===== config.mk =====
export PLATFORM = sky130hd
export DESIGN_NAME = bcd_rtc_core
export DESIGN_NICKNAME = d
export VERILOG_FILES = /design/src/rtl/bcd_rtc_pkg.sv /design/src/rtl/bcd_rtc_prescaler.sv /design/src/rtl/bcd_rtc_walker.sv /design/src/rtl/bcd_rtc_fields.sv /design/src/rtl/bcd_rtc_core.sv
export SDC_FILE = /design/constraint.sdc
export NUM_CORES = 1
export LEC_CHECK = 0
export BUFFER_PORTS_ARGS = -buffer_cell sky130_fd_sc_hd__buf_2
export CAP_MARGIN = 10
export CORE_ASPECT_RATIO = 1.2
export CORE_UTILIZATION = 57
export DETAILED_ROUTE_END_ITERATION = 10
export PLACE_DENSITY = 0.9
export SETUP_SLACK_MARGIN = 0.05
export SLEW_MARGIN = 20
export SYNTH_ARGS = -nofsm -noshare
export SYNTH_HDL_FRONTEND = slang
export SYNTH_SLANG_ARGS = --single-unit

===== constraint.sdc =====
create_clock -name clk -period 2.84 [get_ports clk]
set_clock_uncertainty 0.1 [all_clocks]
set_input_delay 0.568 -clock clk [delete_from_list [all_inputs] [get_ports clk]]
set_output_delay 0.568 -clock clk [all_outputs]
set_load 0.03 [all_outputs]

===== src/rtl/bcd_rtc_pkg.sv =====
package bcd_rtc_pkg;

    typedef enum logic [2:0] {
        ST_IDLE,
        ST_SEC,
        ST_MIN,
        ST_HOUR,
        ST_DATE,
        ST_MONTH,
        ST_YEAR
    } walk_state_t;

    localparam int FIELD_W     = 8;
    localparam int MODE24_BIT  = 5;
    localparam int PM_BIT      = 5;
    localparam int CENTURY_BIT = 7;
    localparam int OSCSTOP_BIT = 4;

    localparam logic [3:0] ADDR_SEC   = 4'd0;
    localparam logic [3:0] ADDR_MIN   = 4'd1;
    localparam logic [3:0] ADDR_HOUR  = 4'd2;
    localparam logic [3:0] ADDR_WDAY  = 4'd3;
    localparam logic [3:0] ADDR_MDAY  = 4'd4;
    localparam logic [3:0] ADDR_MONTH = 4'd5;
    localparam logic [3:0] ADDR_YEAR  = 4'd6;
    localparam logic [3:0] ADDR_CTL1  = 4'd14;
    localparam logic [3:0] ADDR_CTL2  = 4'd15;

    typedef struct packed {
        logic [FIELD_W-1:0] seconds;
        logic [FIELD_W-1:0] minutes;
        logic [FIELD_W-1:0] hours;
        logic [FIELD_W-1:0] wday;
        logic [FIELD_W-1:0] mday;
        logic [FIELD_W-1:0] month;
        logic [FIELD_W-1:0] year;
    } time_regs_t;

    // Add one to a packed BCD byte.
    function automatic logic [7:0] bcd_inc(input logic [7:0] v);
        if (v[3:0] >= 4'd9)
            return {v[7:4] + 4'd1, 4'd0};
        else
            return {v[7:4], v[3:0] + 4'd1};
    endfunction

    // Two-digit BCD year divisible by four.
    function automatic logic leap_year(input logic [7:0] y);
        if (y[4])
            return (y[3:0] == 4'd2) || (y[3:0] == 4'd6);
        else
            return (y[3:0] == 4'd0) || (y[3:0] == 4'd4) || (y[3:0] == 4'd8);
    endfunction

    // Last day of a month, in BCD; the century flag is ignored.
    function automatic logic [7:0] last_day(input logic [7:0] m, input logic [7:0] y);
        logic [7:0] mm;
        mm = {3'b000, m[4:0]};
        case (mm)
            8'h02:                      return leap_year(y) ? 8'h29 : 8'h28;
            8'h04, 8'h06, 8'h09, 8'h11: return 8'h30;
            default:                    return 8'h31;
        endcase
    endfunction

endpackage


===== src/rtl/bcd_rtc_prescaler.sv =====
module bcd_rtc_prescaler #(
    parameter int TICKS_PER_SEC = 16
) (
    input  logic clk,
    input  logic rst_n,
    input  logic base_tick,
    input  logic restart,
    output logic sec_pulse
);
    localparam int CNT_W = (TICKS_PER_SEC > 1) ? $clog2(TICKS_PER_SEC) : 1;
    localparam logic [CNT_W-1:0] LAST = CNT_W'(TICKS_PER_SEC - 1);

    logic [CNT_W-1:0] phase_q;

    always_ff @(posedge clk) begin
        if (!rst_n || restart)
            phase_q <= '0;
        else if (base_tick)
            phase_q <= (phase_q == LAST) ? '0 : phase_q + 1'b1;
    end

    assign sec_pulse = base_tick && !restart && (phase_q == LAST);


    phase_range_chk: assert property (@(posedge clk) disable iff (!rst_n)
        phase_q <= LAST);


    restart_phase_chk: assert property (@(posedge clk) disable iff (!rst_n)
        restart |=> (phase_q == '0));

endmodule


===== src/rtl/bcd_rtc_walker.sv =====
module bcd_rtc_walker
    import bcd_rtc_pkg::*;
(
    input  logic        clk,
    input  logic        rst_n,
    input  logic        sec_pulse,
    input  logic        load,
    input  logic        carry,
    output walk_state_t state,
    output logic        busy
);
    walk_state_t state_q, state_d;

    always_ff @(posedge clk) begin
        if (!rst_n)
            state_q <= ST_IDLE;
        else
            state_q <= state_d;
    end

    always_comb begin
        state_d = state_q;
        if (load) begin
            state_d = ST_IDLE;
        end else begin
            unique case (state_q)
                ST_IDLE:  state_d = sec_pulse ? ST_SEC : ST_IDLE;
                ST_SEC:   state_d = carry ? ST_MIN   : ST_IDLE;
                ST_MIN:   state_d = carry ? ST_HOUR  : ST_IDLE;
                ST_HOUR:  state_d = carry ? ST_DATE  : ST_IDLE;
                ST_DATE:  state_d = carry ? ST_MONTH : ST_IDLE;
                ST_MONTH: state_d = carry ? ST_YEAR  : ST_IDLE;
                ST_YEAR:  state_d = ST_IDLE;
                default:  state_d = ST_IDLE;
            endcase
        end
    end

    always_comb begin
        state = state_q;
        busy  = (state_q != ST_IDLE);
    end


    no_overrun_chk: assert property (@(posedge clk) disable iff (!rst_n)
        sec_pulse |-> (state_q == ST_IDLE));


    load_abort_chk: assert property (@(posedge clk) disable iff (!rst_n)
        load |=> (state_q == ST_IDLE));


    start_walk_chk: assert property (@(posedge clk) disable iff (!rst_n)
        (sec_pulse && !load) |=> (state_q == ST_SEC));

endmodule


===== src/rtl/bcd_rtc_fields.sv =====
module bcd_rtc_fields
    import bcd_rtc_pkg::*;
(
    input  logic        clk,
    input  logic        rst_n,
    input  walk_state_t state,
    input  logic        mode24,
    input  logic        load,
    input  time_regs_t  load_val,
    output time_regs_t  regs,
    output logic        carry
);
    time_regs_t regs_q, regs_d;
    logic [7:0] hour12_inc;
    logic [7:0] month_inc;

    always_comb begin
        hour12_inc = bcd_inc({3'b000, regs_q.hours[4:0]});
        month_inc  = bcd_inc({3'b000, regs_q.month[4:0]});
    end

    always_comb begin
        regs_d = regs_q;
        carry  = 1'b0;
        unique case (state)
            ST_IDLE: begin
            end
            ST_SEC: begin
                if (regs_q.seconds == 8'h59) begin
                    regs_d.seconds = 8'h00;
                    carry          = 1'b1;
                end else begin
                    regs_d.seconds = bcd_inc(regs_q.seconds);
                end
            end
            ST_MIN: begin
                if (regs_q.minutes == 8'h59) begin
                    regs_d.minutes = 8'h00;
                    carry          = 1'b1;
                end else begin
                    regs_d.minutes = bcd_inc(regs_q.minutes);
                end
            end
            ST_HOUR: begin
                if (mode24) begin
                    if (regs_q.hours == 8'h23) begin
                        regs_d.hours = 8'h00;
                        carry        = 1'b1;
                    end else begin
                        regs_d.hours = bcd_inc(regs_q.hours);
                    end
                end else if (regs_q.hours[4:0] == 5'h11) begin
                    regs_d.hours = {2'b00, ~regs_q.hours[PM_BIT], 5'h12};
                    carry        = regs_q.hours[PM_BIT];
                end else if (regs_q.hours[4:0] == 5'h12) begin
                    regs_d.hours = {2'b00, regs_q.hours[PM_BIT], 5'h01};
                end else begin
                    regs_d.hours = {2'b00, regs_q.hours[PM_BIT], hour12_inc[4:0]};
                end
            end
            ST_DATE: begin
                regs_d.wday = (regs_q.wday >= 8'd6) ? 8'd0 : regs_q.wday + 8'd1;
                if (regs_q.mday == last_day(regs_q.month, regs_q.year)) begin
                    regs_d.mday = 8'h01;
                    carry       = 1'b1;
                end else begin
                    regs_d.mday = bcd_inc(regs_q.mday);
                end
            end
            ST_MONTH: begin
                if (regs_q.month[4:0] == 5'h12) begin
                    regs_d.month = {regs_q.month[CENTURY_BIT], 7'h01};
                    carry        = 1'b1;
                end else begin
                    regs_d.month = {regs_q.month[CENTURY_BIT], 2'b00, month_inc[4:0]};
                end
            end
            ST_YEAR: begin
                if (regs_q.year == 8'h99) begin
                    regs_d.year                = 8'h00;
                    regs_d.month[CENTURY_BIT]  = ~regs_q.month[CENTURY_BIT];
                    carry                      = 1'b1;
                end else begin
                    regs_d.year = bcd_inc(regs_q.year);
                end
            end
            default: begin
            end
        endcase
    end

    always_ff @(posedge clk) begin
        if (!rst_n)
            regs_q <= '0;
        else if (load)
            regs_q <= load_val;
        else if (state != ST_IDLE)
            regs_q <= regs_d;
    end

    assign regs = regs_q;


    sec_wrap_chk: assert property (@(posedge clk) disable iff (!rst_n)
        (state == ST_SEC && !load && regs_q.seconds == 8'h59) |=> (regs_q.seconds == 8'h00));


    pm_toggle_chk: assert property (@(posedge clk) disable iff (!rst_n)
        (state == ST_HOUR && !load && !mode24 && regs_q.hours[4:0] == 5'h11)
        |=> (regs_q.hours[PM_BIT] != $past(regs_q.hours[PM_BIT])));


    century_chk: assert property (@(posedge clk) disable iff (!rst_n)
        (state == ST_YEAR && !load && regs_q.year == 8'h99)
        |=> (regs_q.month[CENTURY_BIT] != $past(regs_q.month[CENTURY_BIT])));


    load_take_chk: assert property (@(posedge clk) disable iff (!rst_n)
        load |=> (regs_q == $past(load_val)));


    idle_hold_chk: assert property (@(posedge clk) disable iff (!rst_n)
        (state == ST_IDLE && !load) |=> $stable(regs_q));

endmodule


===== src/rtl/bcd_rtc_core.sv =====
module bcd_rtc_core
    import bcd_rtc_pkg::*;
#(
    parameter int TICKS_PER_SEC = 16
) (
    input  logic       clk,
    input  logic       rst_n,
    input  logic       base_tick,
    input  logic       ld_en,
    input  logic [7:0] ld_sec,
    input  logic [7:0] ld_min,
    input  logic [7:0] ld_hour,
    input  logic [7:0] ld_wday,
    input  logic [7:0] ld_day,
    input  logic [7:0] ld_month,
    input  logic [7:0] ld_year,
    input  logic       ctl_we,
    input  logic       ctl_sel,
    input  logic [7:0] ctl_wdata,
    input  logic [3:0] rd_addr,
    output logic [7:0] rd_data
);
    logic        sec_pulse;
    logic        carry;
    logic        busy;
    walk_state_t state;
    time_regs_t  regs;
    time_regs_t  load_val;
    logic        mode24_q;
    logic        osc_stop_q;

    assign load_val = '{seconds: ld_sec, minutes: ld_min, hours: ld_hour,
                        wday: ld_wday, mday: ld_day, month: ld_month, year: ld_year};

    bcd_rtc_prescaler #(.TICKS_PER_SEC(TICKS_PER_SEC)) u_prescaler (
        .clk       (clk),
        .rst_n     (rst_n),
        .base_tick (base_tick),
        .restart   (ld_en),
        .sec_pulse (sec_pulse)
    );

    bcd_rtc_walker u_walker (
        .clk       (clk),
        .rst_n     (rst_n),
        .sec_pulse (sec_pulse),
        .load      (ld_en),
        .carry     (carry),
        .state     (state),
        .busy      (busy)
    );

    bcd_rtc_fields u_fields (
        .clk      (clk),
        .rst_n    (rst_n),
        .state    (state),
        .mode24   (mode24_q),
        .load     (ld_en),
        .load_val (load_val),
        .regs     (regs),
        .carry    (carry)
    );

    always_ff @(posedge clk) begin
        if (!rst_n) begin
            mode24_q   <= 1'b0;
            osc_stop_q <= 1'b1;
        end else if (ctl_we) begin
            if (!ctl_sel)
                mode24_q <= ctl_wdata[MODE24_BIT];
            else if (!ctl_wdata[OSCSTOP_BIT])
                osc_stop_q <= 1'b0;
        end
    end

    always_comb begin
        rd_data = 8'h00;
        unique case (rd_addr)
            ADDR_SEC:   rd_data = regs.seconds;
            ADDR_MIN:   rd_data = regs.minutes;
            ADDR_HOUR:  rd_data = regs.hours;
            ADDR_WDAY:  rd_data = regs.wday;
            ADDR_MDAY:  rd_data = regs.mday;
            ADDR_MONTH: rd_data = regs.month;
            ADDR_YEAR:  rd_data = regs.year;
            ADDR_CTL1:  rd_data = 8'(mode24_q) << MODE24_BIT;
            ADDR_CTL2:  rd_data = 8'(osc_stop_q) << OSCSTOP_BIT;
            default:    rd_data = 8'h00;
        endcase
    end


    osc_clear_chk: assert property (@(posedge clk) disable iff (!rst_n)
        (ctl_we && ctl_sel && !ctl_wdata[OSCSTOP_BIT]) |=> !osc_stop_q);


    osc_keep_chk: assert property (@(posedge clk) disable iff (!rst_n)
        !(ctl_we && ctl_sel && !ctl_wdata[OSCSTOP_BIT]) |=> (osc_stop_q == $past(osc_stop_q)));


    walk_quiet_chk: assert property (@(posedge clk) disable iff (!rst_n)
        busy |-> !sec_pulse);

endmodule


==> impl_metrics.toml <==
[outcome]
status = "complete, no violations"

[clock_network]
numCtsBuffers = 9
cts-resized-gates = 0
clkTransAtPathRegs_ns = 0.07
htreeDepth = 3
cts.sinks = 65
cts.path.max_buffers = 2
insertion_delay_ns = 0.35
postCtsSetupRepairBufs = 0
cts_hold_buf = 0
clock_tree.root_cell = "clkbuf_8"
cts_tree = "done"

[sta]
tightest_slew_ns = 0.7306
max_slew_margin_pct = 50.63
period_minus_slack_ns = 2.666
period_share_pct = 93.86
finalHoldViolCount = 0
holdWs_ns = 0.3406
rsz0062_at_grt = "no"
setup-tns-final_ns = 0
setup_viol = 0
max_freq_ghz = 0.3751
maxSlewViolCount = 0

[floorplanning]
die_y_um = 102.2
die_area_mm2 = 0.008730
initial_core_util_pct = 58.77
core_mm2 = 0.008108
rows = 36
die_w_um = 85.46
io_pins = 82

[synth]
synth_top_cell_area_share_pct = 27.31
synth_area_per_cell_um2 = 7.575
synth_edf_count = 0
ys_seq_elements = 65
netlist_top_cells_area = "dfxtp_1 (27%), ha_1 (8.9%), nor2_1 (6.3%)"
ys_seq_area_share_pct = 27.31
yosys.area.top_type = "dfxtp_1"
synth_flop_cell = "dfxtp_1"
netlist_instances = 629
yosysUniqueCellTypes = 66
synth_area_mm2 = 0.004765
syn-num-nets = 737
ys.warnings.count = 0
async_flop_share_pct = 0

[layout]
utilization_pct = 67.01
layout.nets = 808
fill_cells = 662
syn_to_final_growth_pct = 14.02
final_area_mm2 = 0.005433
antennaDiodeCount = 0
layout-drive-gt1-share_pct = 16.36
fin_cells = 798

[global_routing]
grt_pass1_vias = 5088
grt_usage_pct = 34.40
grt_max_degree = 40
grt_overflow = 0
antenna_found_initial = 0
grt_pass1_wl_um = 23660

[power]
max-vdd-ir-drop_uv = 240.1
power.density_mw_per_mm2 = 405.7
p_leak_nw = 2.346

[worst_hold_path]
hold_path_class = "in2reg"

[critical_path]
path_common_cell = "buf_2"
endpoint_kind = "output pin"
worstPathArrival_ns = 2.00
slowest_stage = "nor3b_1"
worstSetupPathType = "in2out"
path_max_fanout = 8
cp-start-kind = "input pin"
crit_path_cell_trace = "buf_2 > nor2b_1 > nor3b_1 > a21oi_1 > o311ai_1 > buf_2"
critPathRequiredTime_ns = 2.17
cp_slowest_stage_delay_ns = 0.45

[placed_design]
dp_hpwl_um = 10730
portBuffers = 75
place_inst = 784
gp_congestion = 0.9693
placed_area_mm2 = 0.005270

[routing]
firstDrtPassIters = 6
wl_um = 14620
avgRoutedWirePerCell_um = 18.32
viasPerCell = 6.625
drtAntennaViolNets = 0
vias = 5287
drtIter0Drc = 609
route.detailed.drc = 0

[run]
cap_violations = 0
where the power goes:
part | internal [mW] | total [mW] | switching [mW]
clock network | 0.357 | 0.701 | 0.344
logic | 0.190 | 0.449 | 0.258
registers | 0.963 | 1.05 | 0.0916
total | 1.51 | 2.20 | 0.694
metal layers:
layer | GRT usage, % | wire (um) | vias up
met1 | 38.76 | 5406 | 2430
met3 | 5.897 | 1195 | 78
met5 | 0 | 0 | -
met4 | 21.79 | 785 | 0
met2 | 60.49 | 7233 | 343
li1 | - | - | 2436
worst max-delay path: cells and delay by family:
kind	cells	cell delay, ns
AND/OR/NAND/NOR	2	0.67
AO/OA/AOI/OAI	2	0.32
buffers and inverters	2	0.43
flip-flops by register name (all words and copies together) (netlist names):
signal and flops:
mode24_q 1, osc_stop_q 1, u_fields.regs 56, u_prescaler.phase_q 4
u_walker.state 3
cell type report:
| class | instances | area (um2) | share of cell area (%) |
|---|---|---|---|
| multi-input cells | 505 | 3233 | 59.51 |
| well taps | 95 | 118.9 | 2.188 |
| clock buffers | 14 | 162.7 | 2.994 |
| repair buffers | 92 | 515.5 | 9.489 |
| flip-flops and latches | 65 | 1301 | 23.95 |
| inverters | 27 | 101.3 | 1.865 |
Yosys cell counts (all sizes together) (3+ instances only):
cell / number
nor3b: 4
nand2: 65
nand4b: 4
a211oi: 12
a31oi: 4
o31ai: 5
dfxtp: 65
a221oi: 8
mux2i: 18
a22oi: 15
nor3: 12
a21oi: 42
buf: 7
o211ai: 5
xor2: 8
nand3: 25
and3: 4
clkbuf: 25
a21o: 4
o221ai: 3
nor4: 4
or3: 3
a22o: 3
xnor2: 4
o311ai: 3
inv: 26
a21boi: 9
nor2: 80
o22ai: 5
o211a: 11
nor4b: 4
o21ai: 47
nand4: 4
nor2b: 13
nand2b: 8
ha: 34
mux2: 4
placed cells by master, fill, tap and decap left out, types with 13 or more instances in the layout:
master,n
a22oi_1,15
nor2_1,80
buf_2,75
o21ai_0,46
buf_4,16
inv_1,26
nand2_1,65
a21oi_1,42
nand3_1,25
mux2i_1,18
dfxtp_1,65
nor2b_1,13
ha_1,34
stage by stage:
| step | power (mW) | setup slack (ns) |
|---|---|---|
| after floorplan | 1.339 | 0.1333 |
| after global placement | 1.475 | 0.2498 |
| after detailed placement | 1.504 | 0.2136 |
| after CTS | 2.195 | 0.2115 |
| after global routing | 2.301 | 0.07436 |
| final | 2.204 | 0.1743 |
worst paths after layout:
| kind | from | to | slack, ns | cells after the start |
|---|---|---|---|---|
| min | ld_hour[0] | u_fields.regs[32] | 0.34 | 2 |
| max | rd_addr[1] | rd_data[6] | 0.17 | 6 |
| max reg2reg | u_fields.regs[8] | u_fields.regs[19] | 0.38 | 10 |
| min reg2reg | osc_stop_q | osc_stop_q | 0.40 | 2 |
cells by family (layout without fill, tap and decap cells):
| kind of cell | count (synthesis) | in the layout | share of synthesized area [%] |
|---|---|---|---|
| muxes | 22 | 22 | 4.727 |
| buffers and inverters | 59 | 133 | 4.832 |
| and+or+nand+nor | 242 | 242 | 24.48 |
| DFF | 65 | 65 | 27.31 |
| AOI/OAI and AO/OA | 195 | 195 | 27.52 |
| xor gates and xnor gates | 12 | 12 | 2.206 |
| adders and majority gates | 34 | 34 | 8.929 |
Note: power is estimated with default switching activity, not from simulation.
